## config.mk

```make
export PLATFORM = sky130hd
export DESIGN_NAME = toggle_poll_ctrl
export DESIGN_NICKNAME = d
export VERILOG_FILES = /design/src/rtl/tpoll_pkg.sv /design/src/rtl/tpoll_rd_port.sv /design/src/rtl/tpoll_pair_cnt.sv /design/src/rtl/toggle_poll_ctrl.sv
export SDC_FILE = /design/constraint.sdc
export NUM_CORES = 1
export LEC_CHECK = 0
export ABC_AREA = 1
export BUFFER_PORTS_ARGS = -buffer_cell sky130_fd_sc_hd__buf_2
export CAP_MARGIN = 20
export CELL_PAD_IN_SITES_DETAIL_PLACEMENT = 1
export CELL_PAD_IN_SITES_GLOBAL_PLACEMENT = 1
export CORE_ASPECT_RATIO = 1.25
export CORE_MARGIN = 8
export CORE_UTILIZATION = 25
export CTS_CLUSTER_SIZE = 28
export DETAILED_ROUTE_END_ITERATION = 8
export PLACE_DENSITY = 0.63
export SLEW_MARGIN = 20
export SYNTH_ARGS = -nofsm -noshare
export SYNTH_HDL_FRONTEND = slang
export SYNTH_SLANG_ARGS = --single-unit
```

## constraint.sdc

```tcl
create_clock -name clk -period 1.47 [get_ports clk]
set_input_delay 0.0735 -clock clk [delete_from_list [all_inputs] [get_ports clk]]
set_output_delay 0.0735 -clock clk [all_outputs]
set_load 0.005 [all_outputs]
```

## src/rtl/tpoll_pkg.sv

```systemverilog
package tpoll_pkg;

  typedef enum logic [2:0] {
    ST_IDLE   = 3'd0,
    ST_RD1    = 3'd1,
    ST_RD2    = 3'd2,
    ST_CHECK  = 3'd3,
    ST_CONF1  = 3'd4,
    ST_CONF2  = 3'd5,
    ST_FINISH = 3'd6
  } tpoll_state_e;

  // The status bit flipped between two reads of the flash.
  function automatic logic bit_toggled(input logic older, input logic newer);
    return older ^ newer;
  endfunction

  // True when the pair being evaluated is the last one allowed.
  // A limit of zero means polling is unbounded.
  function automatic logic limit_reached(input int unsigned pairs_incl_this,
                                         input int unsigned max_pairs);
    return (max_pairs != 0) && (pairs_incl_this >= max_pairs);
  endfunction

  // A state issues a bus read.
  function automatic logic is_read_state(input tpoll_state_e s);
    return (s == ST_RD1) || (s == ST_RD2) || (s == ST_CONF1) || (s == ST_CONF2);
  endfunction

endpackage

```

## src/rtl/tpoll_rd_port.sv

```systemverilog
module tpoll_rd_port #(
  parameter int DATA_W = 8
) (
  input  logic              clk,
  input  logic              rst_n,
  input  logic              req,
  input  logic              load_second,
  input  logic              rd_ack_i,
  input  logic [DATA_W-1:0] rd_data_i,
  output logic              ack_evt,
  output logic [DATA_W-1:0] word_first,
  output logic [DATA_W-1:0] word_second
);

  assign ack_evt = req & rd_ack_i;

  always_ff @(posedge clk or negedge rst_n) begin
    if (!rst_n) begin
      word_first  <= '0;
      word_second <= '0;
    end else if (ack_evt) begin
      if (load_second) word_second <= rd_data_i;
      else             word_first  <= rd_data_i;
    end
  end

endmodule

```

## src/rtl/tpoll_pair_cnt.sv

```systemverilog
module tpoll_pair_cnt
  import tpoll_pkg::*;
#(
  parameter int MAX_POLL_PAIRS = 64
) (
  input  logic clk,
  input  logic rst_n,
  input  logic clr,
  input  logic inc,
  output logic last_pair
);

  generate
    if (MAX_POLL_PAIRS == 0) begin : g_unbounded
      assign last_pair = 1'b0;
    end else begin : g_bounded
      localparam int CNT_W = $clog2(MAX_POLL_PAIRS + 1);
      logic [CNT_W-1:0] cnt_q;

      always_ff @(posedge clk or negedge rst_n) begin
        if (!rst_n)   cnt_q <= '0;
        else if (clr) cnt_q <= '0;
        else if (inc) cnt_q <= cnt_q + 1'b1;
      end

      assign last_pair = limit_reached(int'(cnt_q) + 1, MAX_POLL_PAIRS);
    end
  endgenerate

endmodule

```

## src/rtl/toggle_poll_ctrl.sv

```systemverilog
module toggle_poll_ctrl
  import tpoll_pkg::*;
#(
  parameter int DATA_W         = 8,
  parameter int TOGGLE_BIT     = 6,
  parameter int TIMEOUT_BIT    = 5,
  parameter int MAX_POLL_PAIRS = 64
) (
  input  logic              clk,
  input  logic              rst_n,
  input  logic              start_i,
  output logic              rd_req_o,
  input  logic              rd_ack_i,
  input  logic [DATA_W-1:0] rd_data_i,
  output logic              busy_o,
  output logic              done_o,
  output logic              error_o
);

  tpoll_state_e st_q, st_d;
  logic err_q;

  logic              ack_evt;
  logic [DATA_W-1:0] word_first, word_second;
  logic              last_pair;

  // Named internal events
  logic start_accept;
  logic pair_toggled;
  logic pair_timeout;
  logic conf_toggled;
  logic poll_again;
  logic fail_set;

  assign start_accept = (st_q == ST_IDLE) && start_i;
  assign rd_req_o     = is_read_state(st_q);

  tpoll_rd_port #(.DATA_W(DATA_W)) u_port (
    .clk         (clk),
    .rst_n       (rst_n),
    .req         (rd_req_o),
    .load_second (st_q == ST_RD2),
    .rd_ack_i    (rd_ack_i),
    .rd_data_i   (rd_data_i),
    .ack_evt     (ack_evt),
    .word_first  (word_first),
    .word_second (word_second)
  );

  assign pair_toggled = bit_toggled(word_first[TOGGLE_BIT], word_second[TOGGLE_BIT]);
  assign pair_timeout = word_second[TIMEOUT_BIT];
  assign conf_toggled = bit_toggled(word_first[TOGGLE_BIT], rd_data_i[TOGGLE_BIT]);
  assign poll_again   = (st_q == ST_CHECK) && pair_toggled && !pair_timeout;

  tpoll_pair_cnt #(.MAX_POLL_PAIRS(MAX_POLL_PAIRS)) u_cnt (
    .clk       (clk),
    .rst_n     (rst_n),
    .clr       (start_accept),
    .inc       (poll_again),
    .last_pair (last_pair)
  );

  assign fail_set = (poll_again && last_pair) ||
                    ((st_q == ST_CONF2) && ack_evt && conf_toggled);

  always_comb begin
    st_d = st_q;
    unique case (st_q)
      ST_IDLE:   if (start_i) st_d = ST_RD1;
      ST_RD1:    if (ack_evt) st_d = ST_RD2;
      ST_RD2:    if (ack_evt) st_d = ST_CHECK;
      ST_CHECK: begin
        if (!pair_toggled)     st_d = ST_FINISH;
        else if (pair_timeout) st_d = ST_CONF1;
        else if (last_pair)    st_d = ST_FINISH;
        else                   st_d = ST_RD1;
      end
      // The confirmation reuses the first capture slot for its first word.
      ST_CONF1:  if (ack_evt) st_d = ST_CONF2;
      ST_CONF2:  if (ack_evt) st_d = ST_FINISH;
      ST_FINISH: st_d = ST_IDLE;
      default:   st_d = ST_IDLE;
    endcase
  end

  always_ff @(posedge clk or negedge rst_n) begin
    if (!rst_n) begin
      st_q  <= ST_IDLE;
      err_q <= 1'b0;
    end else begin
      st_q <= st_d;
      if (start_accept)  err_q <= 1'b0;
      else if (fail_set) err_q <= 1'b1;
    end
  end

  assign busy_o  = (st_q != ST_IDLE) && (st_q != ST_FINISH);
  assign done_o  = (st_q == ST_FINISH);
  assign error_o = err_q;

  // ---------------- assertions ----------------
  a_r8_req_hold: assert property (@(posedge clk) disable iff (!rst_n)
    (rd_req_o && !rd_ack_i) |=> rd_req_o)
    else $error("R8 request dropped before acknowledge");

  a_r8_no_req_idle: assert property (@(posedge clk) disable iff (!rst_n)
    !busy_o |-> !rd_req_o)
    else $error("R8 request while not busy");

  a_r9_done_pulse: assert property (@(posedge clk) disable iff (!rst_n)
    done_o |=> !done_o)
    else $error("R9 done longer than one cycle");

  a_r9_busy_on_start: assert property (@(posedge clk) disable iff (!rst_n)
    start_accept |=> busy_o)
    else $error("R9 busy not raised after start");

  a_r10_err_changes: assert property (@(posedge clk) disable iff (!rst_n)
    !$stable(error_o) |-> (done_o || $past(start_accept)))
    else $error("R10 error changed outside done or start");

  a_r6_conf_then_finish: assert property (@(posedge clk) disable iff (!rst_n)
    (st_q == ST_CONF2 && ack_evt) |=> done_o)
    else $error("R6 confirmation not followed by finish");

endmodule

```

# Word-level counts from Yosys, hierarchy flattened
# Index checks and enable logic that the tools add are counted.
dict set report totals {
  reg_bits 25
  inputBits 12
  output_inout_bits 4
  elab_cells 56
}
dict set report classes {
  addsub 2
  magnitude_cmp 1
  n_eq_ne 12
  muxes 13
  bitwise_logic 4
  reduce_logical 19
}
# operator n
set op_table {}
lappend op_table {{greater-or-equal comparator 32 x 7 -> 1 bit, second input constant} 1}
lappend op_table {{two-way mux 3 bit} 8}
lappend op_table {{one-hot mux 3 bit (6 select lines)} 1}
lappend op_table {{two-way mux 7 bit} 2}
lappend op_table {{!= test 2 bit, second input constant} 5}
lappend op_table {{== test 3 bit, second input constant} 3}
lappend op_table {{adder 7 x 1 -> 8 bit, second input constant} 1}
lappend op_table {{adder 7 x 1 -> 7 bit, second input constant} 1}
lappend op_table {{logical AND 1 bit} 7}
lappend op_table {{== test 3 x 2 -> 1 bit, second input constant} 2}
lappend op_table {{AND reduction 5 bit} 1}
lappend op_table {{logical OR 1 bit} 4}
lappend op_table {{AND reduction 2 bit} 2}
lappend op_table {{nonzero test 2 bit} 2}
lappend op_table {{== test 3 x 1 -> 1 bit, second input constant} 1}
lappend op_table {{logical NOT 3 bit} 1}
lappend op_table {{!= test 3 bit, second input constant} 1}
lappend op_table {{nonzero test 3 bit} 1}
lappend op_table {{two-way mux 1 bit} 2}
lappend op_table {{XOR 1 bit} 2}
lappend op_table {{AND 1 bit} 1}
lappend op_table {{logical NOT 1 bit} 1}
lappend op_table {{NOT 1 bit} 1}

# Longest topological paths before layout
# Gate-level depths: netlist of the first run.
dict set report logic_depth {
  depth_word 10
  mapped_depth 11
  mapped_depth_nobuf 11
}

# Cells and area by module
# From an unflattened synthesis of the first run, not the netlist that was laid out.
dict set report unflattened {
  hier_cells 196
  hier_area_um2 1507.7
}
# mod n_inst cells_each area_per_inst_um2 seq_area_each_um2
set modules_own_cells {}
lappend modules_own_cells {tpoll_rd_port 1 74 734.5 400.4}
lappend modules_own_cells {tpoll_pair_cnt 1 54 392.9 175.2}
lappend modules_own_cells {toggle_poll_ctrl 1 68 380.4 100.1}

# Worst setup path before layout of the first run
# Ideal clock, no wire load.
dict set report synth_timing {
  path_kind {register to register}
  from {register u_cnt.g_bounded.cnt_q[0]}
  to {register st_q[1]}
  setup_time_ps 116
  arrival_time_ps 1194
  required_time_ps 1354
  setup_slack_ps 160
  stages_incl_launch_ff 12
  path_buffers 0
  period_less_slack_ps 1310
  path_cell_list {dfrtp_1 -> ha_1 -> inv_1 -> nor2_1 -> nand3_1 -> nand3_1 -> nand2_1 -> nand2_1 -> nand2_1 -> nand2_1 -> nand2_1 -> nand2_1}
}
dict set report synth_between {
  elab_chain_cells 6
}
# item line
set synth_rtl {}
lappend synth_rtl {{start, declared} tpoll_pair_cnt.sv:18} ;# logic [CNT_W-1:0] cnt_q;
lappend synth_rtl {{start signal, assigned} tpoll_pair_cnt.sv:23} ;# else if (inc) cnt_q <= cnt_q + 1'b1;
lappend synth_rtl {{adder 7 x 1 -> 8 bit} tpoll_pair_cnt.sv:26} ;# assign last_pair = limit_reached(int'(cnt_q) + 1, MAX_POLL_PAIRS);
lappend synth_rtl {{greater-or-equal comparator 32 x 7 -> 1 bit} tpoll_pkg.sv:22} ;# return (max_pairs != 0) && (pairs_incl_this >= max_pairs);
lappend synth_rtl {{two-way mux 3 bit} toggle_poll_ctrl.sv:75} ;# else if (last_pair) st_d = ST_FINISH;
lappend synth_rtl {{two-way mux 3 bit} toggle_poll_ctrl.sv:74} ;# else if (pair_timeout) st_d = ST_CONF1;
lappend synth_rtl {{two-way mux 3 bit} toggle_poll_ctrl.sv:73} ;# if (!pair_toggled) st_d = ST_FINISH;
lappend synth_rtl {{one-hot mux 3 bit (6 select lines)} toggle_poll_ctrl.sv:68} ;# unique case (st_q)
lappend synth_rtl {{end signal, assigned} toggle_poll_ctrl.sv:91} ;# st_q <= st_d;
lappend synth_rtl {{end, declared} toggle_poll_ctrl.sv:20} ;# tpoll_state_e st_q, st_d;
# Every way passes these cells.
# A chain may end at the register's enable or synchronous reset.

# Worst setup path after layout of the first run
dict set report layout_timing {
  from {register st_q[2]}
  to {output busy_o}
}
dict set report layout_between {
  elab_chain_cells 2
  elab_cells_between_ends 3
}
# item line
set layout_rtl {}
lappend layout_rtl {{!= test 3 bit or nonzero test 3 bit (tied branches)} toggle_poll_ctrl.sv:97} ;# assign busy_o = (st_q != ST_IDLE) && (st_q != ST_FINISH);
lappend layout_rtl {{logical AND 1 bit (*)} toggle_poll_ctrl.sv:97}
lappend layout_rtl {{end, declared} toggle_poll_ctrl.sv:15} ;# output logic busy_o,
# Every way passes the cells marked *; elsewhere a longest branch is shown, timed or not.

==> results of run 1 <==
-- registers in the layout, summed over array words and instances, names as in the netlist --
register,flops
u_cnt.g_bounded.cnt_q,7
u_port.word_first,1
u_port.word_second,2
st_q,3
error_o,1
-- per-layer routing --
layer | track usage (%) | share of wire (%) | wire [um] | vias up
li1 | - | - | - | 389
met1 | 9.20 | 43 | 925 | 366
met2 | 14.8 | 52 | 1120 | 11
met3 | 1.83 | 2.6 | 55 | 5
met4 | 3.77 | 1.8 | 38 | 0
met5 | 0 | 0 | 0 | -
-- Yosys cell counts --
cell type   n  area share, %
nand2_1    30             14
nor2_1     16            7.3
inv_1      15            6.9
dfrtp_1    14             43
o21ai_0     7            4.3
nand3_1     6            3.7
a21oi_1     5            3.1
nor3_1      3            1.8
nor3b_1     2            1.8
a21oi_2     1            1.1
a31oi_1     1           0.77
ha_1        1            1.5
inv_2       1           0.46
nand3_4     1            2.1
nand4_1     1           0.77
nor2_2      1           0.77
nor3b_4     1            2.3
o211ai_1    1           0.92
o21a_1      1           0.92
o21bai_1    1           0.92
xor2_2      1            2.0
-- layout by cell type, fill, tap and decap left out, types with 2 or more instances in the layout --
cell type | netlist | final
nand2_1 | 30 | 27
o21ai_0 | 7 | 7
dfrtp_1 | 14 | 13
nor3_1 | 3 | 3
inv_2 | 1 | 3
nor2_2 | 1 | 3
nor2_4 | 0 | 2
buf_4 | 0 | 5
nor2_1 | 16 | 12
a21oi_1 | 5 | 5
nand3_4 | 1 | 3
inv_1 | 15 | 13
nor3b_1 | 2 | 2
nand2_2 | 0 | 2
buf_2 | 0 | 9
nand3_1 | 6 | 3
clkbuf_8 | 0 | 4
-- power groups by stage --
stage | combinational (W) | clock (W) | sequential, W
6_report | 0.000830 | 0.000374 | 0.000616
5_1_grt | 0.000963 | 0.000412 | 0.000631
4_1_cts | 0.000778 | 0.000391 | 0.000593
3_5_place_dp | 0.000754 | 0 | 0.000598
3_3_place_gp | 0.000721 | 0 | 0.000594
2_1_floorplan | 0.000466 | 0 | 0.000597
-- area by class of cell --
type	instances	area share, %
clock buffer	4	4.95
inverter	16	5.41
multi-input combinational	80	44.5
sequential	14	31.6
tap	37	4.17
timing repair buffer	16	9.35
-- worst min-delay path: stages --
cell and delay, ns:
buf_2 0.08, nor2_1 0.03, a21oi_1 0.10
-- path summary, 6_finish.rpt --
kind	startpoint	end	depth (start not counted)
worst max-delay path	st_q[2]	busy_o	4
worst min-delay path	rd_data_i[5]	u_port.word_second[5]	3
worst max register to register	u_port.word_first[6]	u_cnt.g_bounded.cnt_q[5]	6
worst min register to register	error_o	error_o	2
max in group asynchronous	rst_n	u_port.word_first[6]	2
min in group asynchronous	rst_n	st_q[2]	2
-- cells by family (layout without fill, tap and decap cells) --
family / count (synthesis) / count (layout) / synth area share (%)
adders and majority gates: 1 / 1 / 1.53
and+or+nand+nor: 61 / 61 / 34.4
buffers and inverters: 16 / 36 / 7.34
DFF: 14 / 14 / 42.8
AOI/OAI and AO/OA: 17 / 17 / 11.9
xor gates and xnor gates: 1 / 1 / 1.99
-- through the flow --
step | setup WS, ns | area [um^2] | util [%]
4_1_cts | -0.00842 | 1030 | 32.5
6_report | 0.101 | 1110 | 35.1
5_1_grt | -0.0336 | 1110 | 35.1
3_3_place_gp | 0.0314 | 947 | 29.9
3_5_place_dp | -0.0326 | 947 | 29.9
2_1_floorplan | 0.160 | 818 | -
-- what timing repair did --
action                     4_1_cts  5_1_grt
hold buffers                     1        0
buffers inserted                 1        1
hold endpoints to repair        14        0
setup endpoints to repair        1        4
gates resized for setup          2       21
pin swaps                        3        8
==> insert_results.sql, run 1 <==
INSERT INTO impl_metrics (metric_group, metric, value, unit) VALUES
('outcome', 'run_status', 'finished, final reports clean', ''),
('timing', 'setup_violations', '0', ''),
('clock_tree', 'path_clk_slew', '0.06', 'ns'),
('clock_tree', 'max-clock-path-buffers', '2', ''),
('placement', 'placed_cells', '161', ''),
('power_and_ir_drop', 'cellPowerDensity', '1640', 'nW/um^2'),
('timing', 'final-max-slew-violation-count', '0', ''),
('finish', 'multi_input_area', '494', 'um^2'),
('drt', 'wl_per_cell', '12.8', 'um'),
('die', 'chipWidth', '67.2', 'um'),
('critical_path', 'crit_type', 'reg2out', ''),
('power_and_ir_drop', 'worst_ir_drop_vdd', '0.733', 'mV'),
('logic_synthesis', 'netlist_area', '818', 'um^2'),
('drt', 'detailroute.via_count', '771', ''),
('critical_path', 'critical_path.startpoint_type', 'register', ''),
('timing', 'max_slew.worst_pin.slew', '0.347', 'ns'),
('global_route', 'via_count_of_the_first_global_routing_pass', '827', ''),
('logic_synthesis', 'seq_area_frac_synth', '42.8', '%'),
('critical_path', 'path_delay_family', 'flip-flops', ''),
('clock_tree', 'cts_tree', 'done', ''),
('timing', 'timing.final.hold_violations', '0', ''),
('critical_path', 'timing.critical_path.cells', 'inv_1, nor3_1, nor2_1, buf_2', ''),
('finish', 'ratio_of_cells_with_drive_above_1_in_the_final_layout', '30.8', '%'),
('critical_path', 'crit_path_max_incr_delay', '0.47', 'ns'),
('logic_synthesis', 'synth_cell_type_count', '21', ''),
('timing', 'rsz0062_at_grt', 'true', ''),
('critical_path', 'worst-endpoint-required', '1.40', 'ns'),
('logic_synthesis', 'synthesis.yosys.warnings', '0', ''),
('logic_synthesis', 'avgSynthCellArea', '7.44', 'um^2'),
('drt', 'drc', '0', ''),
('power_and_ir_drop', 'power_switching_share', '40.1', '%'),
('global_route', 'antenna_found_initial', '0', ''),
('drt', 'dr.first_iter.drc_count', '30', ''),
('placement', 'hpwl', '1640', 'um'),
('die', 'chipHeight', '80.0', 'um'),
('power_and_ir_drop', 'pleak', '0.549', 'nW'),
('die', 'core_area', '3170', 'um^2'),
('drt', 'detail_route.vias_per_cell', '4.62', ''),
('critical_path', 'end_kind', 'primary output', ''),
('power_and_ir_drop', 'switch_pwr', '0.000729', 'W'),
('power_and_ir_drop', 'internal-power', '0.00109', 'W'),
('die', 'floorplan.die_area', '5370', 'um^2'),
('global_route', 'first_pass_grt_wire_length', '3530', 'um'),
('drt', 'antenna_left', '0', ''),
('power_and_ir_drop', 'power.share.clock', '20.5', '%'),
('hold_path', 'path_type_of_the_worst_min_delay_path', 'in2reg', ''),
('critical_path', 'critical-path-slowest-cell', 'dfrtp_1', ''),
('critical_path', 'worstPathBufferInverterCount', '2', ''),
('clock_tree', 'cts.htree.levels', '1', ''),
('die', 'boundaryPins', '16', ''),
('drt', 'drtPass1Iterations', '3', ''),
('timing', 'fmax', '0.731', 'GHz'),
('power_and_ir_drop', 'power.share.combinational', '45.6', '%'),
('timing', 'timing.max_slew.rel_slack', '76.8', '%'),
('finish', 'layout.filler_cells', '400', ''),
('timing', 'period_needed', '1.37', 'ns'),
('timing', 'clock-skew-final', '0.00313', 'ns'),
('timing', 'final.hold.worst_slack', '0.0757', 'ns'),
('job', 'cap_viol_max_count', '0', ''),
('clock_tree', 'clk_root_buffer_cell', 'clkbuf_8', ''),
('die', 'std_cell_rows', '23', ''),
('power_and_ir_drop', 'power_total', '0.00182', 'W'),
('placement', 'gpl.final_weighted_congestion', '0.763', ''),
('finish', 'area.growth.synth_to_final', '35.8', '%'),
('clock_tree', 'cts_inserted_buffers', '3', ''),
('critical_path', 'critical_path.max_fanout', '5', ''),
('clock_tree', 'clkLatencyLatePin', '0.24', 'ns'),
('logic_synthesis', 'post_synth_inst_count', '110', ''),
('global_route', 'pin_count_of_the_biggest_net_entering_global_routing', '15', ''),
('global_route', 'globalRouteOverflowTotal', '0', ''),
('finish', 'antenna-diode-count', '0', '');
Power figures use the tool's default switching activity.
==> inputs of run 2 (changes only) <==
--- a/config.mk
+++ b/config.mk
@@ -6,7 +6,6 @@
 export NUM_CORES = 1
 export LEC_CHECK = 0
 export ABC_AREA = 1
-export BUFFER_PORTS_ARGS = -buffer_cell sky130_fd_sc_hd__buf_2
 export CAP_MARGIN = 20
 export CELL_PAD_IN_SITES_DETAIL_PLACEMENT = 1
 export CELL_PAD_IN_SITES_GLOBAL_PLACEMENT = 1
@@ -15,7 +14,8 @@
 export CORE_UTILIZATION = 25
 export CTS_CLUSTER_SIZE = 28
 export DETAILED_ROUTE_END_ITERATION = 8
-export PLACE_DENSITY = 0.63
+export DONT_BUFFER_PORTS = 1
+export PLACE_DENSITY = 0.58
 export SLEW_MARGIN = 20
 export SYNTH_ARGS = -nofsm -noshare
 export SYNTH_HDL_FRONTEND = slang
==> insert_results.sql, run 2 (synthesized netlist as in run 1, its figures left out) <==
INSERT INTO impl_metrics (metric_group, metric, value, unit) VALUES
('critical_path', 'critical_path.startpoint_type', 'register', ''),
('drt', 'drtPass1Iterations', '3', ''),
('clock_tree', 'clk_root_buffer_cell', 'clkbuf_8', ''),
('placement', 'hpwl', '1680', 'um'),
('global_route', 'globalRouteOverflowTotal', '0', ''),
('die', 'boundaryPins', '16', ''),
('placement', 'port_buffers', '0', ''),
('hold_path', 'path_type_of_the_worst_min_delay_path', 'in2reg', ''),
('finish', 'largest_register_ffs', '7', ''),
('timing', 'fmax', '0.725', 'GHz'),
('critical_path', 'data_arrival_at_the_endpoint_of_the_critical_path', '1.52', 'ns'),
('die', 'core_area', '3170', 'um^2'),
('finish', 'layout.cells.most_common', 'nand2_1', ''),
('drt', 'drc', '0', ''),
('timing', 'timing.final.hold_violations', '0', ''),
('die', 'chipWidth', '67.2', 'um'),
('clock_tree', 'cts.sinks', '14', ''),
('timing', 'timing.final.crit_share', '93.8', '%'),
('critical_path', 'reg2reg_slack', '0.09', 'ns'),
('die', 'chipHeight', '80.0', 'um'),
('die', 'initial_utilization', '25.8', '%'),
('finish', 'regMostFlops', 'u_cnt.g_bounded.cnt_q', ''),
('finish', 'largestRegisters', 'u_cnt.g_bounded.cnt_q: 7 flops, st_q: 3 flops, u_port.word_second: 2 flops', ''),
('global_route', 'grt_util_all_layers', '8.97', '%'),
('critical_path', 'worst-endpoint-required', '1.61', 'ns'),
('finish', 'layout.filler_cells', '402', ''),
('hold_path', 'hold_path_startpoint', 'start_i', ''),
('placement', 'placement.cell_area', '925', 'um^2'),
('timing', 'clock-skew-final', '0.00153', 'ns'),
('timing', 'max_slew.worst_pin.slew', '0.704', 'ns'),
('drt', 'detail_route.wirelength', '2330', 'um'),
('placement', 'gpl.final_weighted_congestion', '0.752', ''),
('finish', 'multi_input_area', '488', 'um^2'),
('die', 'std_cell_rows', '23', ''),
('clock_tree', 'clkLatencyLatePin', '0.25', 'ns'),
('finish', 'area.growth.synth_to_final', '36.8', '%'),
('power_and_ir_drop', 'power_total', '0.00185', 'W'),
('finish', 'finish.instance_area', '1120', 'um^2'),
('power_and_ir_drop', 'cellPowerDensity', '1660', 'nW/um^2'),
('drt', 'wl_per_cell', '14.0', 'um'),
('finish', 'final_cells', '166', ''),
('critical_path', 'reg2reg_from', 'u_cnt.g_bounded.cnt_q[0]', ''),
('die', 'floorplan.die_area', '5370', 'um^2'),
('critical_path', 'critical_path.max_fanout', '4', ''),
('global_route', 'first_pass_grt_wire_length', '3800', 'um'),
('timing', 'setup_violations', '0', ''),
('global_route', 'pin_count_of_the_biggest_net_entering_global_routing', '15', ''),
('placement', 'placed_cells', '155', ''),
('finish', 'layout.cells.most_common_list', 'nand2_1 (29), inv_1 (15), dfrtp_1 (14)', ''),
('timing', 'final.hold.worst_slack', '0.0407', 'ns'),
('critical_path', 'r2r_cells', '10', ''),
('finish', 'finalNetCount', '143', ''),
('finish', 'area_of_all_sequential_standard_cells', '350', 'um^2'),
('global_route', 'via_count_of_the_first_global_routing_pass', '838', ''),
('finish', 'antenna-diode-count', '0', ''),
('clock_tree', 'cts.htree.levels', '1', ''),
('timing', 'timing.max_slew.rel_slack', '52.9', '%'),
('job', 'cap_viol_max_count', '0', ''),
('drt', 'antenna_left', '0', ''),
('clock_tree', 'path_clk_slew', '0.06', 'ns'),
('global_route', 'antenna_found_initial', '0', ''),
('finish', 'utilization', '35.4', '%'),
('critical_path', 'crit_type', 'reg2reg', ''),
('hold_path', 'min_delay_worst_endpoint', 'u_cnt.g_bounded.cnt_q[5]', ''),
('power_and_ir_drop', 'pleak', '0.539', 'nW'),
('timing', 'final-max-slew-violation-count', '0', ''),
('timing', 'period_needed', '1.38', 'ns'),
('outcome', 'run_status', 'finished, final reports clean', ''),
('clock_tree', 'max-clock-path-buffers', '2', ''),
('finish', 'ratio_of_cells_with_drive_above_1_in_the_final_layout', '27.1', '%'),
('critical_path', 'end_kind', 'register', ''),
('clock_tree', 'cts_inserted_buffers', '3', ''),
('drt', 'detail_route.vias_per_cell', '4.73', ''),
('power_and_ir_drop', 'worst_ir_drop_vdd', '0.752', 'mV'),
('drt', 'detailroute.via_count', '786', ''),
('clock_tree', 'cts_tree', 'done', ''),
('critical_path', 'critical_register_to_register_path_endpoint', 'st_q[1]', ''),
('drt', 'dr.first_iter.drc_count', '19', ''),
('hold_path', 'worst_hold_path.num_cells', '3', '');
run 2: changes by cell type in the layout (fill, tap and decap cells not counted), moves of 2 or more:
| cell | before | now |
|---|---|---|
| buf_2 | 9 | 0 |
| buf_4 | 5 | 12 |
| dlygate4sd3_1 | 1 | 3 |
| inv_1 | 13 | 15 |
| inv_2 | 3 | 1 |
| nand2_1 | 27 | 29 |
run 2: area by class of cell:
type	instances	area share [%]
clock buffer	4	4.92
timing repair buffer	15	10.7
tap	37	4.13
sequential	14	31.3
inverter	16	5.36
multi-input combinational	80	43.6
run 2: report_power, final:
group	internal [W]	total [W]	switching (W)
Combinational	0.000365	0.000848	0.000483
Clock	0.000237	0.000389	0.000151
Sequential	0.000496	0.000618	0.000122
Total	0.00110	0.00185	0.000757
run 2: metrics by stage:
stage	setup WS (ns)	TNS (ns)
after floorplan	0.160	0
final	0.0907	0
after detailed placement	-0.0484	-0.0606
after global placement	-0.0284	-0.0284
after global routing	-0.0490	-0.0839
after CTS	-0.0207	-0.0207
run 2: timing repair:
| item | CTS | global route |
|---|---|---|
| setup endpoints to repair | 2 | 5 |
| gates resized for setup | 3 | 15 |
| buffers inserted | 1 | 3 |
| hold endpoints to repair | 17 | 0 |
| hold buffers | 3 | 0 |
| pin swaps | 3 | 6 |
run 2: worst max path at each step:
stage                                         from       to  cells past startpoint
after floorplan           u_cnt.g_bounded.cnt_q[0]  st_q[1]                     11
after global placement    u_cnt.g_bounded.cnt_q[1]  st_q[1]                     10
after detailed placement  u_cnt.g_bounded.cnt_q[0]  st_q[1]                     10
after CTS                 u_cnt.g_bounded.cnt_q[1]  st_q[1]                     10
after global routing      u_cnt.g_bounded.cnt_q[0]  st_q[1]                     11
final                     u_cnt.g_bounded.cnt_q[0]  st_q[1]                     10
run 2: worst max-delay path, stage by stage (launching register included):
cell	delay, ns
dfrtp_1	0.40
ha_4	0.17
nand3_2	0.10
o21bai_4	0.17
nand3_4	0.10
nand2_1	0.07
nand2_1	0.04
nand2_1	0.07
nand2_1	0.05
nand2_1	0.06
nand2_1	0.05
run 2: routing by layer:
metal	wire (um)	global-route usage, %	vias up
met5	0	0	-
met4	15	3.14	0
met3	69	2.11	2
met2	1280	15.8	7
met1	970	10.1	391
li1	-	-	386
==> inputs of run 3 (changes only) <==
--- a/config.mk
+++ b/config.mk
@@ -16,6 +16,7 @@
 export DETAILED_ROUTE_END_ITERATION = 8
 export DONT_BUFFER_PORTS = 1
 export PLACE_DENSITY = 0.58
+export SKIP_LAST_GASP = 1
 export SLEW_MARGIN = 20
 export SYNTH_ARGS = -nofsm -noshare
 export SYNTH_HDL_FRONTEND = slang
==> constraint.sdc (replaced) <==
create_clock -name clk -period 1.3 [get_ports clk]
set_input_delay 0.065 -clock clk [delete_from_list [all_inputs] [get_ports clk]]
set_output_delay 0.065 -clock clk [all_outputs]
set_load 0.005 [all_outputs]
==> insert_results.sql, run 3 (synthesized netlist as in run 1, its figures left out) <==
INSERT INTO impl_metrics (metric_group, metric, value, unit) VALUES
('outcome', 'run_status', 'finished with violations', ''),
('outcome', 'violations_in_the_final_reports', 'negative setup slack', ''),
('timing', 'clock-skew-final', '0.00340', 'ns'),
('power_and_ir_drop', 'switch_pwr', '0.000932', 'W'),
('finish', 'finish.instance_area', '1280', 'um^2'),
('finish', 'regMostFlops', 'u_cnt.g_bounded.cnt_q', ''),
('placement', 'port_buffers', '0', ''),
('power_and_ir_drop', 'cellPowerDensity', '1850', 'nW/um^2'),
('clock_tree', 'cts.sinks', '14', ''),
('timing', 'period_needed', '1.37', 'ns'),
('drt', 'antenna_left', '0', ''),
('finish', 'largestRegisters', 'u_cnt.g_bounded.cnt_q: 7 flops, st_q: 3 flops, u_port.word_second: 2 flops', ''),
('die', 'initial_utilization', '25.8', '%'),
('power_and_ir_drop', 'power_switching_share', '39.4', '%'),
('hold_path', 'min_delay_worst_endpoint', 'u_port.word_first[6]', ''),
('finish', 'ratio_of_cells_with_drive_above_1_in_the_final_layout', '44.2', '%'),
('timing', 'timing.final.crit_share', '105', '%'),
('power_and_ir_drop', 'pleak', '0.628', 'nW'),
('critical_path', 'critical_path.max_fanout', '5', ''),
('global_route', 'antenna_found_initial', '0', ''),
('die', 'chipWidth', '67.2', 'um'),
('drt', 'wl_per_cell', '13.7', 'um'),
('finish', 'layout.cells.most_common_list', 'nand2_1 (28), buf_4 (28), dfrtp_1 (12)', ''),
('clock_tree', 'cts_tree', 'done', ''),
('timing', 'fmax', '0.732', 'GHz'),
('timing', 'fin_tns_setup', '-0.209', 'ns'),
('die', 'std_cell_rows', '23', ''),
('power_and_ir_drop', 'seq_power_share', '28.9', '%'),
('critical_path', 'reg2reg_slack', '-0.07', 'ns'),
('drt', 'drtPass1Iterations', '4', ''),
('finish', 'largest_register_ffs', '7', ''),
('finish', 'area.growth.synth_to_final', '56.6', '%'),
('global_route', 'via_count_of_the_first_global_routing_pass', '945', ''),
('die', 'boundaryPins', '16', ''),
('critical_path', 'end_kind', 'register', ''),
('finish', 'final_cells', '184', ''),
('die', 'core_area', '3170', 'um^2'),
('timing', 'rsz0062_at_grt', 'true', ''),
('die', 'floorplan.die_area', '5370', 'um^2'),
('clock_tree', 'clk_root_buffer_cell', 'clkbuf_8', ''),
('drt', 'drc', '0', ''),
('finish', 'finalNetCount', '161', ''),
('clock_tree', 'max-clock-path-buffers', '2', ''),
('critical_path', 'critical_register_to_register_path_endpoint', 'u_cnt.g_bounded.cnt_q[5]', ''),
('power_and_ir_drop', 'power.share.combinational', '52.7', '%'),
('placement', 'gpl.final_weighted_congestion', '0.723', ''),
('global_route', 'first_pass_grt_wire_length', '4240', 'um'),
('timing', 'timing.max_slew.rel_slack', '52.5', '%'),
('global_route', 'globalRouteOverflowTotal', '0', ''),
('placement', 'placement.cell_area', '1050', 'um^2'),
('power_and_ir_drop', 'internal-power', '0.00143', 'W'),
('critical_path', 'data_arrival_at_the_endpoint_of_the_critical_path', '1.51', 'ns'),
('timing', 'setup_violations', '5', ''),
('drt', 'detail_route.wirelength', '2520', 'um'),
('timing', 'final.hold.worst_slack', '0.0187', 'ns'),
('power_and_ir_drop', 'power.share.clock', '18.4', '%'),
('critical_path', 'reg2reg_from', 'u_port.word_first[6]', ''),
('timing', 'max_slew.worst_pin.slew', '0.710', 'ns'),
('critical_path', 'crit_type', 'reg2reg', ''),
('power_and_ir_drop', 'worst_ir_drop_vdd', '0.953', 'mV'),
('placement', 'placed_cells', '171', ''),
('drt', 'detail_route.vias_per_cell', '4.56', ''),
('hold_path', 'hold_path_startpoint', 'rd_ack_i', ''),
('hold_path', 'path_type_of_the_worst_min_delay_path', 'in2reg', ''),
('hold_path', 'worst_hold_path.num_cells', '2', ''),
('placement', 'hpwl', '1860', 'um'),
('critical_path', 'worst-endpoint-required', '1.45', 'ns'),
('timing', 'final-max-slew-violation-count', '0', ''),
('clock_tree', 'clkLatencyLatePin', '0.25', 'ns'),
('global_route', 'pin_count_of_the_biggest_net_entering_global_routing', '15', ''),
('die', 'chipHeight', '80.0', 'um'),
('global_route', 'grt_util_all_layers', '10.5', '%'),
('job', 'cap_viol_max_count', '0', ''),
('drt', 'dr.first_iter.drc_count', '15', ''),
('finish', 'utilization', '40.5', '%'),
('finish', 'antenna-diode-count', '0', ''),
('clock_tree', 'cts_inserted_buffers', '3', ''),
('clock_tree', 'cts.htree.levels', '1', ''),
('drt', 'detailroute.via_count', '839', ''),
('critical_path', 'r2r_cells', '6', ''),
('critical_path', 'critical_path.startpoint_type', 'register', ''),
('timing', 'worst_setup_slack_final', '-0.0652', 'ns'),
('timing', 'timing.final.hold_violations', '0', ''),
('clock_tree', 'path_clk_slew', '0.06', 'ns');
run 3: area by class of cell:
class | instances | area [um^2]
Tap cell | 37 | 46.3
Fill cell | 395 | 1880
Sequential cell | 14 | 353
Clock buffer | 4 | 55.1
Multi-Input combinational cell | 80 | 502
Timing Repair Buffer | 33 | 263
Inverter | 16 | 62.6
run 3: worst max path at each step:
| stage | start | end | slack (ns) | cells past startpoint |
|---|---|---|---|---|
| 5_1_grt | u_port.word_first[6] | u_cnt.g_bounded.cnt_q[5] | -0.18 | 6 |
| 3_3_place_gp | u_cnt.g_bounded.cnt_q[0] | st_q[2] | -0.06 | 6 |
| 6_report | u_port.word_first[6] | u_cnt.g_bounded.cnt_q[5] | -0.07 | 6 |
| 2_1_floorplan | u_cnt.g_bounded.cnt_q[0] | st_q[1] | -0.005 | 10 |
| 4_1_cts | u_cnt.g_bounded.cnt_q[1] | st_q[1] | -0.09 | 10 |
| 3_5_place_dp | u_cnt.g_bounded.cnt_q[0] | u_cnt.g_bounded.cnt_q[5] | -0.11 | 8 |
run 3: power groups by stage:
stage                     registers (W)  clock network (W)  logic (W)
after floorplan                0.000675                  0   0.000527
after global placement         0.000671                  0    0.00100
after detailed placement       0.000671                  0    0.00103
after CTS                      0.000669           0.000466    0.00108
after global routing           0.000705           0.000472    0.00139
final                          0.000684           0.000435    0.00125
run 3: routing by layer:
layer | part of all wire, % | wire [um] | up-vias | GRT usage, %
met2 | 55 | 1400 | 10 | 18.8
li1 | - | - | 425 | -
met4 | 2.2 | 55 | 0 | 5.66
met1 | 39 | 991 | 399 | 10.8
met3 | 3.0 | 76 | 5 | 2.39
met5 | 0 | 0 | - | 0
run 3: repair_timing:
item / CTS / global route
endpoints found under the setup margin: 10 / 14
hold endpoints to repair: 17 / 0
pin swaps: 3 / 13
hold buffers: 3 / 0
gates cloned: 0 / 0
gates resized for setup: 5 / 27
setup buffers: 1 / 5
run 3: worst max-delay path: stages (launching register included):
cell and delay (ns):
dfrtp_1 0.41, xor2_2 0.24, nand3_4 0.16, nor3b_4 0.28, nand2_1 0.08, nand2_1 0.06
nor2_1 0.04
run 3: stage by stage:
stage | power, W | worst slack (ns)
6_report | 0.00237 | -0.0652
5_1_grt | 0.00257 | -0.176
4_1_cts | 0.00221 | -0.0930
3_5_place_dp | 0.00170 | -0.115
3_3_place_gp | 0.00167 | -0.0569
2_1_floorplan | 0.00120 | -0.00514
